$ cat src/rtl/rr_pkg.sv
package rr_pkg;

   // Next stored base after one rotation step, downward with wrap.
   function automatic logic [7:0] rot_step(input logic [7:0] base, input logic [7:0] size);
      logic [7:0] nxt;
      if (size == 8'd0)
         nxt = 8'd0;
      else if (base == 8'd0 || base >= size)
         nxt = size - 8'd1;
      else
         nxt = base - 8'd1;
      return nxt;
   endfunction

   // A stored base outside the current region counts as zero.
   function automatic logic [7:0] eff_base(input logic [7:0] base, input logic [7:0] size);
      return (base >= size) ? 8'd0 : base;
   endfunction

endpackage

$ cat src/rtl/rr_base_ctr.sv
module rr_base_ctr
   import rr_pkg::*;
#(
   parameter int unsigned BW = 7
)(
   input  logic          clk,
   input  logic          rst_n,
   input  logic          clr,
   input  logic          rotate,
   input  logic [BW-1:0] size,
   output logic [BW-1:0] base_eff
);

   logic [BW-1:0] base_q;
   logic [7:0]    nxt8;
   logic [7:0]    eff8;

   generate
      if (BW > 8) begin : g_bad_width
         $error("rr_base_ctr: BW above 8 is not supported");
      end
   endgenerate

   always_comb begin
      nxt8 = rot_step(8'(base_q), 8'(size));
      eff8 = eff_base(8'(base_q), 8'(size));
   end

   always_ff @(posedge clk or negedge rst_n) begin
      if (!rst_n)
         base_q <= '0;
      else if (clr)
         base_q <= '0;
      else if (rotate)
         base_q <= BW'(nxt8);
   end

   assign base_eff = BW'(eff8);

endmodule

$ cat src/rtl/rr_map.sv
module rr_map #(
   parameter int unsigned IW     = 7,
   parameter int unsigned STATIC = 32,
   parameter int unsigned BW     = 7
)(
   input  logic [IW-1:0] arch,
   input  logic [BW-1:0] size,
   input  logic [BW-1:0] base,
   output logic [IW-1:0] phys
);

   localparam int unsigned SW = ((IW > BW) ? IW : BW) + 1;

   logic [SW-1:0] off;
   logic          above;
   logic          in_rgn;
   logic [SW-1:0] sum;
   logic [SW-1:0] wrapped;

   generate
      if (STATIC == 0) begin : g_no_static
         assign off   = SW'(arch);
         assign above = 1'b1;
      end else begin : g_static
         assign off   = SW'(arch) - SW'(STATIC);
         assign above = (arch >= IW'(STATIC));
      end
   endgenerate

   always_comb begin
      in_rgn  = above && (size != '0) && (off < SW'(size));
      sum     = off + SW'(base);
      wrapped = (sum >= SW'(size)) ? (sum - SW'(size)) : sum;
      phys    = in_rgn ? IW'(wrapped + SW'(STATIC)) : arch;
   end

endmodule

$ cat src/rtl/rr_pred_file.sv
module rr_pred_file #(
   parameter int unsigned PN = 64,
   parameter int unsigned NR = 2,
   localparam int unsigned PIW = $clog2(PN)
)(
   input  logic            clk,
   input  logic            rst_n,
   input  logic            wr_en,
   input  logic [PIW-1:0]  wr_idx,
   input  logic            wr_data,
   input  logic [NR*PIW-1:0] rd_idx,
   output logic [NR-1:0]   rd_val
);

   logic [PN-1:1] bits_q;
   logic [PN-1:0] file_v;

   always_ff @(posedge clk or negedge rst_n) begin
      if (!rst_n)
         bits_q <= '0;
      else if (wr_en && wr_idx != '0)
         bits_q[wr_idx] <= wr_data;
   end

   assign file_v = {bits_q, 1'b1};

   generate
      for (genvar r = 0; r < NR; r++) begin : g_rd
         assign rd_val[r] = file_v[rd_idx[r*PIW +: PIW]];
      end
   endgenerate

endmodule

$ cat src/rtl/rr_rename.sv
module rr_rename #(
   parameter int unsigned GR_COUNT  = 128,
   parameter int unsigned GR_STATIC = 32,
   parameter int unsigned PR_COUNT  = 64,
   parameter int unsigned PR_STATIC = 16,
   parameter int unsigned NRD       = 2,
   localparam int unsigned GRW    = $clog2(GR_COUNT),
   localparam int unsigned PRW    = $clog2(PR_COUNT),
   localparam int unsigned GR_ROT = GR_COUNT - GR_STATIC,
   localparam int unsigned GSW    = $clog2(GR_ROT + 1)
)(
   input  logic               clk,
   input  logic               rst_n,
   input  logic               clr,
   input  logic               rotate,
   input  logic [GSW-1:0]     gr_size,
   input  logic [NRD*GRW-1:0] gr_rd_arch,
   output logic [NRD*GRW-1:0] gr_rd_phys,
   input  logic [GRW-1:0]     gr_wr_arch,
   output logic [GRW-1:0]     gr_wr_phys,
   input  logic               gr_wr_req,
   output logic               gr_wr_commit,
   input  logic [PRW-1:0]     qp_arch,
   output logic               qp_val,
   input  logic [PRW-1:0]     pr_rd_arch,
   output logic               pr_rd_val,
   input  logic               pw_en,
   input  logic [PRW-1:0]     pw_arch,
   input  logic               pw_data
);

   localparam int unsigned PR_ROT = PR_COUNT - PR_STATIC;
   localparam int unsigned PSW    = $clog2(PR_ROT + 1);

   generate
      if (GR_STATIC >= GR_COUNT) begin : g_bad_gr
         $error("rr_rename: GR_STATIC must be below GR_COUNT");
      end
      if (PR_STATIC >= PR_COUNT || PR_STATIC == 0) begin : g_bad_pr
         $error("rr_rename: PR_STATIC must be in 1..PR_COUNT-1");
      end
      if (NRD == 0) begin : g_bad_nrd
         $error("rr_rename: NRD must be at least 1");
      end
   endgenerate

   logic [GSW-1:0] gsz_eff;
   logic [GSW-1:0] gbase;
   logic [PSW-1:0] pbase;
   logic [PSW-1:0] psz;
   logic [PRW-1:0] qp_phys;
   logic [PRW-1:0] prd_phys;
   logic [PRW-1:0] pw_phys;
   logic [1:0]     prd_val;
   logic           pw_commit;

   assign gsz_eff = (gr_size > GSW'(GR_ROT)) ? GSW'(GR_ROT) : gr_size;
   assign psz     = PSW'(PR_ROT);

   rr_base_ctr #(.BW(GSW)) u_gbase (
      .clk(clk), .rst_n(rst_n), .clr(clr), .rotate(rotate),
      .size(gsz_eff), .base_eff(gbase)
   );

   rr_base_ctr #(.BW(PSW)) u_pbase (
      .clk(clk), .rst_n(rst_n), .clr(clr), .rotate(rotate),
      .size(psz), .base_eff(pbase)
   );

   generate
      for (genvar i = 0; i < NRD; i++) begin : g_gr_rd
         rr_map #(.IW(GRW), .STATIC(GR_STATIC), .BW(GSW)) u_map (
            .arch(gr_rd_arch[i*GRW +: GRW]), .size(gsz_eff), .base(gbase),
            .phys(gr_rd_phys[i*GRW +: GRW])
         );
      end
   endgenerate

   rr_map #(.IW(GRW), .STATIC(GR_STATIC), .BW(GSW)) u_map_gw (
      .arch(gr_wr_arch), .size(gsz_eff), .base(gbase), .phys(gr_wr_phys)
   );

   rr_map #(.IW(PRW), .STATIC(PR_STATIC), .BW(PSW)) u_map_qp (
      .arch(qp_arch), .size(psz), .base(pbase), .phys(qp_phys)
   );

   rr_map #(.IW(PRW), .STATIC(PR_STATIC), .BW(PSW)) u_map_pr (
      .arch(pr_rd_arch), .size(psz), .base(pbase), .phys(prd_phys)
   );

   rr_map #(.IW(PRW), .STATIC(PR_STATIC), .BW(PSW)) u_map_pw (
      .arch(pw_arch), .size(psz), .base(pbase), .phys(pw_phys)
   );

   rr_pred_file #(.PN(PR_COUNT), .NR(2)) u_pfile (
      .clk(clk), .rst_n(rst_n),
      .wr_en(pw_commit), .wr_idx(pw_phys), .wr_data(pw_data),
      .rd_idx({prd_phys, qp_phys}), .rd_val(prd_val)
   );

   assign qp_val       = prd_val[0];
   assign pr_rd_val    = prd_val[1];
   assign pw_commit    = pw_en & qp_val;
   assign gr_wr_commit = gr_wr_req & qp_val;

endmodule

$ cat config.mk
export PLATFORM = sky130hd
export DESIGN_NAME = rr_rename
export DESIGN_NICKNAME = d
export VERILOG_FILES = /design/src/rtl/rr_pkg.sv /design/src/rtl/rr_base_ctr.sv /design/src/rtl/rr_map.sv /design/src/rtl/rr_pred_file.sv /design/src/rtl/rr_rename.sv
export SDC_FILE = /design/constraint.sdc
export NUM_CORES = 1
export LEC_CHECK = 0
export BUFFER_PORTS_ARGS = -buffer_cell sky130_fd_sc_hd__buf_2
export CAP_MARGIN = 0
export CORE_ASPECT_RATIO = 0.8
export CORE_MARGIN = 8
export CORE_UTILIZATION = 57
export DETAILED_ROUTE_END_ITERATION = 8
export GPL_TIMING_DRIVEN = 0
export PLACE_DENSITY_LB_ADDON = 0.3
export SYNTH_ARGS = -nofsm -noshare
export SYNTH_HDL_FRONTEND = slang
export SYNTH_SLANG_ARGS = --single-unit
$ cat constraint.sdc
create_clock -name clk -period 6.5 [get_ports clk]
set_clock_uncertainty 0.1 [all_clocks]
set_input_delay 0.65 -clock clk [delete_from_list [all_inputs] [get_ports clk]]
set_output_delay 0.65 -clock clk [all_outputs]
set_load 0.05 [all_outputs]
=== After elaboration in Yosys (flattened, before gate mapping) ===
Cells that the tools add are included.

* Register bits after elaboration: 76
* Bits in latches: 0
* Memory bits (writable): 0
* ROM bits: 0
* Bits of input ports: 53
* Output and inout port bits: 24
* Logic and storage cells: 105
* Memories: 0

* Add/subtract/negate cells: 27
* $mul: 0
* Div/mod/pow operators: 0
* $lt $le $gt $ge: 25
* Equal/unequal tests: 0
* Shift-type cells: 0
* Mux-type cells: 29
* Bitwise operators: 2
* Reduce and logical (&&, ||, !) cells: 19

{| class="wikitable"
|+ Operator list
! kind !! count
|-
| 2-to-1 mux 7 bit || 12
|-
| bitwise mux 63 bit || 1
|-
| 2-to-1 mux 6 bit || 10
|-
| >= comparator 7 x 6 -> 1 bit (second input constant) || 6
|-
| adder 8 x 7 -> 8 bit || 3
|-
| >= comparator 8 x 7 -> 1 bit || 3
|-
| < comparator 8 x 7 -> 1 bit || 3
|-
| subtractor 7 x 6 -> 8 bit (second input constant) || 3
|-
| adder 7 x 6 -> 7 bit || 3
|-
| adder 7 x 6 -> 7 bit (second input constant) || 3
|-
| < comparator 6 x 7 -> 1 bit (second input constant) || 3
|-
| < comparator 7 x 6 -> 1 bit (second input constant) || 3
|-
| subtractor 6 x 5 -> 7 bit (second input constant) || 3
|-
| subtractor 7 bit || 3
|-
| adder 6 x 5 -> 6 bit (second input constant) || 3
|-
| >= comparator 6 x 5 -> 1 bit (second input constant) || 3
|-
| subtractor 6 bit (second input constant) || 3
|-
| zero test 7 bit || 2
|-
| subtractor 7 x 1 -> 7 bit (second input constant) || 2
|-
| binary-select mux 1 bit (select 6 bit) || 2
|-
| logical AND 1 bit || 11
|-
| >= comparator 7 bit || 1
|-
| > comparator 7 bit (second input constant) || 1
|-
| nonzero test 7 bit || 1
|-
| other kinds (10) || 14
|}

=== Logic depth before layout (Yosys ltp) ===
Gate-level depths: netlist of the first run.

* Word-level depth: 12
* Depth in mapped cells: 27
* Depth with buffers taken out: 24

=== Hierarchy ===
Synthesis of the first run repeated with hierarchy kept, for this count alone.

* Cells, all modules: 1168
* Area, all modules: 10986.8 µm²

{| class="wikitable"
|+ Modules (own cells, without submodules)
! module !! instances !! cells each !! area each (µm²) !! sequential area each (µm²)
|-
| rr_pred_file || 1 || 317 || 3824.9 || 1576.5
|-
| rr_map at g_gr_rd[0].u_map ... || 3 || 121 || 1064.8 || 0.0
|-
| rr_map at u_map_pr ... || 3 || 102 || 840.8 || 0.0
|-
| rr_base_ctr at u_gbase || 1 || 90 || 732.0 || 175.2
|-
| rr_base_ctr at u_pbase || 1 || 81 || 648.1 || 150.1
|-
| rr_rename || 1 || 11 || 65.1 || 0.0
|}

=== Least setup slack after synthesis of the first run ===
OpenSTA, ideal clock, no wires.

* Kind: input port to output port
* Start: input gr_size[6]
* End: output gr_rd_phys[9]
* Arrival time: 6437 ps
* Required time: 5750 ps
* Slack: -687 ps
* Cell stages on the path: 22
* Path buffers: 2
* Path through: nand2_1 -> nand2_1 -> ha_1 -> nand2_1 -> o21ai_1 -> a21oi_1 -> clkbuf_1 -> clkbuf_1 -> and2_1 -> ha_1 -> a21oi_1 -> o31ai_1 -> a21o_1 -> a31oi_1 -> xnor2_1 -> ha_1 -> nand4_1 -> nor2_1 -> o21ai_0 -> nand3b_1 -> mux2i_2 -> o311ai_0

* Word-level cells in the longest chain between the ends: 9
* Elaborated cells on any way between the ends: 14
* Classes of those cells: add/sub (3); order compare (4); mux (4); reduce/logical (3)

{| class="wikitable"
|+ RTL lines
! item !! RTL line !! source
|-
| from (decl) || rr_rename.sv:16 || <nowiki>input logic [GSW-1:0] gr_size,</nowiki>
|-
| > comparator 7 bit || rr_rename.sv:57 || <nowiki>assign gsz_eff = (gr_size > GSW'(GR_ROT)) ? GSW'(GR_ROT) : gr_size;</nowiki>
|-
| 2-to-1 mux 7 bit (*) || rr_rename.sv:57 ||
|-
| >= comparator 7 bit || rr_pkg.sv:17 || <nowiki>return (base >= size) ? 8'd0 : base;</nowiki>
|-
| 2-to-1 mux 7 bit || rr_pkg.sv:17 ||
|-
| adder 8 x 7 -> 8 bit || rr_map.sv:32 || <nowiki>sum = off + SW'(base);</nowiki>
|-
| subtractor 7 bit or >= comparator 8 x 7 -> 1 bit (tied branches) || rr_map.sv:33 || <nowiki>wrapped = (sum >= SW'(size)) ? (sum - SW'(size)) : sum;</nowiki>
|-
| 2-to-1 mux 7 bit || rr_map.sv:33 ||
|-
| adder 7 x 6 -> 7 bit || rr_map.sv:34 || <nowiki>phys = in_rgn ? IW'(wrapped + SW'(STATIC)) : arch;</nowiki>
|-
| 2-to-1 mux 7 bit (*) || rr_map.sv:34 ||
|-
| to (decl) || rr_rename.sv:18 || <nowiki>output logic [NRD*GRW-1:0] gr_rd_phys,</nowiki>
|}

Every way passes the cells marked *; elsewhere a longest branch is shown, timed or not.

=== Worst setup path after layout of the first run ===
* Start: input gr_size[5]
* End: output gr_wr_phys[1]

* Word-level cells in the longest chain between the ends: 9
* Elaborated cells on any way between the ends: 14
* Classes of those cells: add/sub (3); order compare (4); mux (4); reduce/logical (3)

{| class="wikitable"
|+ RTL lines
! item !! RTL line !! source
|-
| > comparator 7 bit || rr_rename.sv:57 ||
|-
| 2-to-1 mux 7 bit (*) || rr_rename.sv:57 ||
|-
| >= comparator 7 bit || rr_pkg.sv:17 ||
|-
| 2-to-1 mux 7 bit || rr_pkg.sv:17 ||
|-
| adder 8 x 7 -> 8 bit || rr_map.sv:32 ||
|-
| subtractor 7 bit or >= comparator 8 x 7 -> 1 bit (tied branches) || rr_map.sv:33 ||
|-
| 2-to-1 mux 7 bit || rr_map.sv:33 ||
|-
| adder 7 x 6 -> 7 bit || rr_map.sv:34 ||
|-
| 2-to-1 mux 7 bit (*) || rr_map.sv:34 ||
|-
| to (decl) || rr_rename.sv:20 || <nowiki>output logic [GRW-1:0] gr_wr_phys,</nowiki>
|}

Marked as above.

==> flow_metrics.py, run 1 <==
metrics = {
    "status": {
        "status": "completed",
    },
    "global_route": {
        "track_usage": 0.243,
        "initial_antenna_violation_count": 0,
        "grt_max_degree": 40,
        "grt_first_pass_wirelength_um": 42100,
        "grt_pass1_vias": 8098,
        "grt-ovfl-total": 0,
    },
    "synthesis": {
        "synth_cell_types": 82,
        "syn-mean-instance-area_um2": 9.07,
        "dominantRegCellSynth": "dfrtp_1",
        "ys_seq_area_frac": 0.200,
        "synth_area_leader": "dfrtp_1",
        "synth_warn": 0,
        "synth.top_cell.area_share": 0.200,
        "synth_enable_flop_cells": 0,
        "synth-seq-cells": 76,
        "netlist_top_cells_area": "dfrtp_1 (20%), ha_1 (12%), mux2_2 (7.2%)",
        "synthesis.instances": 1047,
        "ys_async_sr_fraction": 1.00,
        "netlist_area_um2": 9500,
        "syn_nets": 1200,
    },
    "power": {
        "cellPowerDensity_nw_per_um2": 352,
        "power.switching_mw": 1.93,
        "max-vdd-ir-drop_v": 0.000274,
        "power.combinational.fraction": 0.735,
        "cell_internal_pwr_mw": 1.92,
        "power_switching_share": 0.501,
        "leakage_nw": 4.88,
        "clock_power_share": 0.129,
        "p_seq_frac": 0.136,
    },
    "clock_network": {
        "htree_levels": 3,
        "cts_buffers": 9,
        "cts.hold.buffers_added": 0,
        "clk_path_buf_depth": 2,
        "root_buffer_selected_by_cts": "clkbuf_16",
        "clock_insertion_delay_worst_skew_ps": 350,
        "clock_sink_count": 76,
        "clock_transition_at_path_regs_ps": 60,
        "cts_tree": "built",
    },
    "timing": {
        "fmax_ghz": 0.157,
        "period_minus_slack_ps": 6360,
        "report.final.setup_viol": 0,
        "hold_violations": 0,
        "max-slew-margin-rel": 0.0710,
        "report.final.slew_viol_count": 0,
        "finalWorstSetupSlack_ps": 136,
        "period_share": 0.979,
        "worst_pin_slew_ps": 1350,
    },
    "worst_setup_path": {
        "setup.worst_path.class": "input pin to primary output",
        "critical_path_arrival_ps": 5610,
        "worst_ep_required_time_ps": 5750,
        "crit_path_max_fanout": 10,
        "r2r_setup_slack_ps": 1180,
        "timing.critical_path.to_type": "primary output",
        "critPathLaunchType": "input pin",
    },
    "route": {
        "routed_antenna_nets": 0,
        "detailroute.via_count": 8776,
        "totalWireLength_um": 26700,
        "route.detailed.drc": 0,
        "drt_iter0_drc": 1019,
        "drt_pass1_iterations": 5,
        "routedWlPerCell_um": 19.5,
        "vias_per_cell": 6.40,
    },
    "job": {
        "timing.max_cap.violations": 0,
    },
    "worst_hold_path": {
        "worstHoldPathType": "input pin to asynchronous set/reset pin",
    },
    "finish": {
        "layout.filler_cells": 1295,
        "fin_nets": 1301,
        "commonest_non_fill_non_tap_cells_in_the_layout": "ha_1 (88), dfrtp_1 (76), nand2_1 (72), buf_2 (69), inv_1 (64)",
        "mostFrequentLayoutCell": "ha_1",
        "area_growth_from_synthesis_to_final_layout_pct": 15.2,
        "layout-drive-gt1-share": 0.261,
        "num_antenna_cells": 0,
        "stdcell_count": 1372,
    },
    "floorplan": {
        "floorplan.rows": 42,
        "start_util": 0.577,
        "floorplan.die.width_um": 160,
        "number_of_top_level_design_ports": 77,
        "die_span_in_y_um": 131,
        "core_um2": 16400,
        "die-area_um2": 21100,
    },
    "place": {
        "gp_congestion": 0.947,
        "detailedPlacementHpwl_um": 20100,
        "dpl.cell_count": 1344,
        "buffer_ports.inserted": 74,
        "post-place-ws_ps": -1290,
    },
}
==> state kept, by name (all words and copies together), names as in the netlist <==
register / cells
u_pbase.base_q: 6
u_gbase.base_q: 7
u_pfile.bits_q: 63
==> area by class of cell <==
cell class | instances | area, µm² | share of cell area
Clock inverter | 4 | 51.3 | 0.00469
Sequential cell | 76 | 1900 | 0.174
Inverter | 67 | 255 | 0.0233
Timing Repair Buffer | 91 | 542 | 0.0495
Buffer | 48 | 253 | 0.0231
Tap cell | 220 | 275 | 0.0252
Multi-Input combinational cell | 855 | 7430 | 0.679
Clock buffer | 11 | 233 | 0.0213
==> through the flow <==
| step | power, mW | TNS [ps] | area [µm²] | hold WS (ps) | util |
|---|---|---|---|---|---|
| after floorplan | 2.58 | -35.3 | 9550 | 254 | - |
| after detailed placement | 3.10 | -22030 | 10200 | 397 | 0.623 |
| after CTS | 3.69 | 0 | 10700 | 215 | 0.652 |
| after global routing | 4.10 | -131 | 10900 | 240 | 0.665 |
| after global placement | 3.04 | -22320 | 10200 | 390 | 0.620 |
| final | 3.85 | 0 | 10900 | 197 | 0.665 |
==> path summary, 6_finish.rpt <==
| path | cells after the start | end | startpoint |
|---|---|---|---|
| worst min-delay path | 1 | u_pfile.bits_q[41] | rst_n |
| worst min register to register | 1 | u_pfile.bits_q[27] | u_pfile.bits_q[27] |
| worst max-delay path | 27 | gr_wr_phys[1] | gr_size[5] |
| min in group clk | 1 | u_pfile.bits_q[27] | u_pfile.bits_q[27] |
| worst max register to register | 14 | u_pfile.bits_q[31] | u_pbase.base_q[5] |
| max in group asynchronous | 2 | u_pfile.bits_q[52] | rst_n |
==> metal layers <==
metal | vias up | part of all wire | GRT usage
li1 | 4114 | - | -
met1 | 4234 | 0.46 | 0.353
met2 | 371 | 0.44 | 0.356
met3 | 57 | 0.082 | 0.0521
met4 | 0 | 0.021 | 0.0694
met5 | - | 0 | 0
==> synth_stat cells (5+ instances only) <==
cell and number:
ha_1 94, nand2_1 78, dfrtp_1 76, a21oi_1 70, inv_1 66, mux2_2 61, nor2_1 59, mux2i_1 43
nor3_1 42, xnor2_1 35, clkbuf_1 30, mux4_2 29, o21ai_0 28, nand3_1 27, nor3_2 22, xor2_1 22
a21o_1 20, mux2_1 20, and2_1 18, a211oi_1 15, nor2b_1 13, nand2b_1 10, o21a_1 9, o2111ai_1 8
o211ai_1 8, a311oi_1 6, buf_1 6, buf_2 6, fa_1 6, a31oi_1 5, and3_1 5, nand4_1 5
nor4_1 5
==> worst max-delay path, cell delays in order <==
cell and delay, ps:
clkbuf_4 170, nand2_8 110, nand2_4 110, inv_2 80, ha_1 270, nor2b_1 140
o21ai_2 110, a21oi_2 210, buf_8 160, clkbuf_8 170, and2_1 380, ha_4 280
inv_1 170, nor3_1 90, o211ai_1 210, nand4_1 250, ha_4 320, nand3_1 100
nor2_1 70, a211oi_2 190, o21ai_0 120, a21oi_1 160, o21a_1 150, buf_6 140
mux2_2 340, mux2_2 260, buf_4 190
==> power groups by stage <==
| stage | clock, mW | combinational (mW) | sequential [mW] |
|---|---|---|---|
| 2_1_floorplan | 0 | 2.06 | 0.521 |
| 3_3_place_gp | 0 | 2.51 | 0.529 |
| 3_5_place_dp | 0 | 2.57 | 0.530 |
| 4_1_cts | 0.502 | 2.66 | 0.521 |
| 5_1_grt | 0.521 | 3.05 | 0.527 |
| 6_report | 0.498 | 2.83 | 0.524 |
==> repair_timing <==
action                                  in CTS  in global routing
pin swaps                                    5                 10
resized for setup                           43                 35
endpoints found under the setup margin      21                 21
setup buffers                                5                  9
==> logic make-up after synthesis <==
logic type      after synthesis  synth area share
simple gates                308             0.171
compound gates              230             0.169
mux                         156             0.216
buf+inv                     116            0.0505
fa+ha+maj                   104             0.141
flops                        76             0.200
xor+xnor                     57            0.0526
Note: power is estimated with default switching activity, not from simulation.
==> inputs of run 2 (changes only) <==
==> constraint.sdc (replaced) <==
create_clock -name clk -period 6.5 [get_ports clk]
set_clock_uncertainty 0.1 [all_clocks]
set_input_delay 1.3 -clock clk [delete_from_list [all_inputs] [get_ports clk]]
set_output_delay 1.3 -clock clk [all_outputs]
set_load 0.05 [all_outputs]
==> run 2 against run 1 <==
Net effect:
- the flow now finishes with violations (negative setup slack)
- maximum frequency decreased by 15%
- via count increased by 14%
- register-to-register slack improved by 290 ps
- total power increased by 30%
- sequential cell count unchanged
- first-iteration DRC count increased by 50%
- worst hold slack improved by 210 ps
- routed wire length increased by 28%
- combinational power increased by 42%
- worst setup slack got worse by 1100 ps
- critical endpoint is now gr_wr_phys[4]
- largest cell class unchanged
==> flow_metrics.py, run 2 (same netlist as run 1, synthesis figures left out) <==
metrics = {
    "worst_hold_path": {
        "worstHoldPathType": "flip-flop to flip-flop",
        "whs_path_depth": 1,
    },
    "worst_setup_path": {
        "timing.critical_path.to_type": "primary output",
        "critPathLaunchType": "input pin",
        "worst_reg_to_reg_path_cell_count": 15,
        "critical_path_arrival_ps": 6070,
        "crit_path_max_fanout": 8,
        "setup.worst_path.class": "input pin to primary output",
        "worst_ep_required_time_ps": 5100,
    },
    "clock_network": {
        "cts_buffers": 9,
        "root_buffer_selected_by_cts": "clkbuf_16",
        "htree_levels": 3,
        "clock_sink_count": 76,
        "cts.hold.buffers_added": 0,
        "clock_insertion_delay_worst_skew_ps": 340,
        "clock_transition_at_path_regs_ps": 60,
        "clk_path_buf_depth": 2,
        "cts_tree": "built",
    },
    "timing": {
        "fin_tns_setup_ps": -18680,
        "finalWorstSetupSlack_ps": -967,
        "whs_ps": 409,
        "report.final.slew_viol_count": 0,
        "period_share": 1.15,
        "period_minus_slack_ps": 7470,
        "max-slew-margin-rel": 0.0688,
        "report.final.setup_viol": 21,
        "hold_violations": 0,
        "worst_pin_slew_ps": 1360,
        "unrepaired_setup_endpoints_after_global_routing": "true",
        "fmax_ghz": 0.134,
    },
    "finish": {
        "fin_nets": 1383,
        "stdcell_count": 1454,
        "area_growth_from_synthesis_to_final_layout_pct": 32.4,
        "top_register_by_number_of_flip_flops": "u_pfile.bits_q",
        "mostFrequentLayoutCell": "buf_4",
        "layout-drive-gt1-share": 0.377,
        "num_antenna_cells": 0,
        "commonest_non_fill_non_tap_cells_in_the_layout": "buf_4 (98), dfrtp_1 (76), ha_1 (74), nand2_1 (69), inv_1 (62)",
        "biggestRegsByFlops": "u_pfile.bits_q: 63 flops, u_gbase.base_q: 7 flops, u_pbase.base_q: 6 flops",
        "largest_register_ff_count": 63,
    },
    "floorplan": {
        "floorplan.rows": 42,
        "core_um2": 16400,
        "start_util": 0.577,
        "die_span_in_y_um": 131,
        "number_of_top_level_design_ports": 77,
        "die-area_um2": 21100,
        "floorplan.die.width_um": 160,
    },
    "route": {
        "vias_per_cell": 6.89,
        "drt_iter0_drc": 1526,
        "route.detailed.drc": 0,
        "detailed_routed_wire_length_on_met3_um": 3810,
        "routedWlPerCell_um": 23.5,
        "wl_met2_um": 15000,
        "routed_antenna_nets": 0,
        "detailroute.via_count": 10000,
        "drt_pass1_iterations": 5,
        "top_layer": "met4",
        "wirelength_met1_um": 13400,
        "totalWireLength_um": 34200,
    },
    "global_route": {
        "track_usage": 0.287,
        "grt_max_degree": 53,
        "grt_pass1_vias": 9612,
        "grt-ovfl-total": 0,
        "initial_antenna_violation_count": 0,
        "grt_first_pass_wirelength_um": 49300,
    },
    "power": {
        "cell_internal_pwr_mw": 2.57,
        "p_seq_frac": 0.106,
        "cellPowerDensity_nw_per_um2": 400,
        "clock_power_share": 0.094,
        "design_power_total_mw": 5.03,
        "max-vdd-ir-drop_v": 0.000609,
        "power.switching_mw": 2.46,
        "leakage_nw": 5.53,
        "power_switching_share": 0.489,
        "power.combinational.fraction": 0.800,
    },
    "place": {
        "detailedPlacementHpwl_um": 20500,
        "dpl.cell_count": 1344,
        "buffer_ports.inserted": 74,
        "post-place-ws_ps": -1510,
        "gp_congestion": 0.958,
    },
    "status": {
        "violations": "negative setup slack",
        "status": "finished with violations",
    },
    "job": {
        "timing.max_cap.violations": 0,
    },
}
run 2: worst paths after layout:
path	to	startpoint	slack (ps)
max	gr_wr_phys[4]	gr_size[5]	-970
min	u_pfile.bits_q[25]	u_pfile.bits_q[25]	410
max reg2reg	u_pfile.bits_q[56]	u_pbase.base_q[4]	1470
min reg2reg	u_pfile.bits_q[25]	u_pfile.bits_q[25]	410
max in group asynchronous	u_pfile.bits_q[25]	rst_n	4930
min in group asynchronous	u_pfile.bits_q[2]	rst_n	780
run 2: power groups by stage:
stage	registers, mW	logic, mW	clock network, mW
after CTS	0.524	3.47	0.470
after detailed placement	0.532	2.72	0
after global placement	0.531	2.68	0
after floorplan	0.524	2.19	0
after global routing	0.533	4.19	0.485
final	0.533	4.02	0.471
run 2: what timing repair did:
item | 4_1_cts | 5_1_grt
hold endpoints to repair | 0 | 0
endpoints found under the setup margin | 23 | 24
pin swaps | 62 | 55
resized for setup | 135 | 52
buffers inserted | 78 | 25
run 2: area by class of cell:
cell class / instances / area, µm²
multi-input cells: 855 / 8220
plain buffers: 45 / 256
inverters: 67 / 267
clock buffers: 11 / 243
well taps: 220 / 275
clock inverters: 4 / 26.3
repair buffers: 176 / 1390
fillers: 1004 / 3870
flip-flops and latches: 76 / 1900
run 2: routing by layer:
layer,up-vias,GRT usage
met4,0,0.108
met1,4766,0.368
li1,4270,-
met3,230,0.0902
met2,747,0.445
met5,-,0
run 2: critical path, stage by stage:
cell and delay [ps]:
buf_12 110, nand2_8 160, nand2_8 90, inv_8 70, ha_4 200, nor2b_4 150, o21ai_4 80, a21oi_2 180
clkbuf_8 170, clkbuf_16 140, and2_2 270, ha_1 410, and3_1 280, mux2i_1 170, nand4_1 230, ha_4 300
buf_6 120, a211oi_4 260, o21ai_1 120, a21oi_1 190, o21a_1 170, buf_8 140, mux2_4 310, mux2_4 280
buf_8 150
run 2: stage by stage:
step / util / area (µm²)
global placement: 0.641 / 10500
detailed placement: 0.645 / 10600
finish: 0.765 / 12600
CTS: 0.738 / 12100
floorplan: - / 9900
global route: 0.765 / 12600
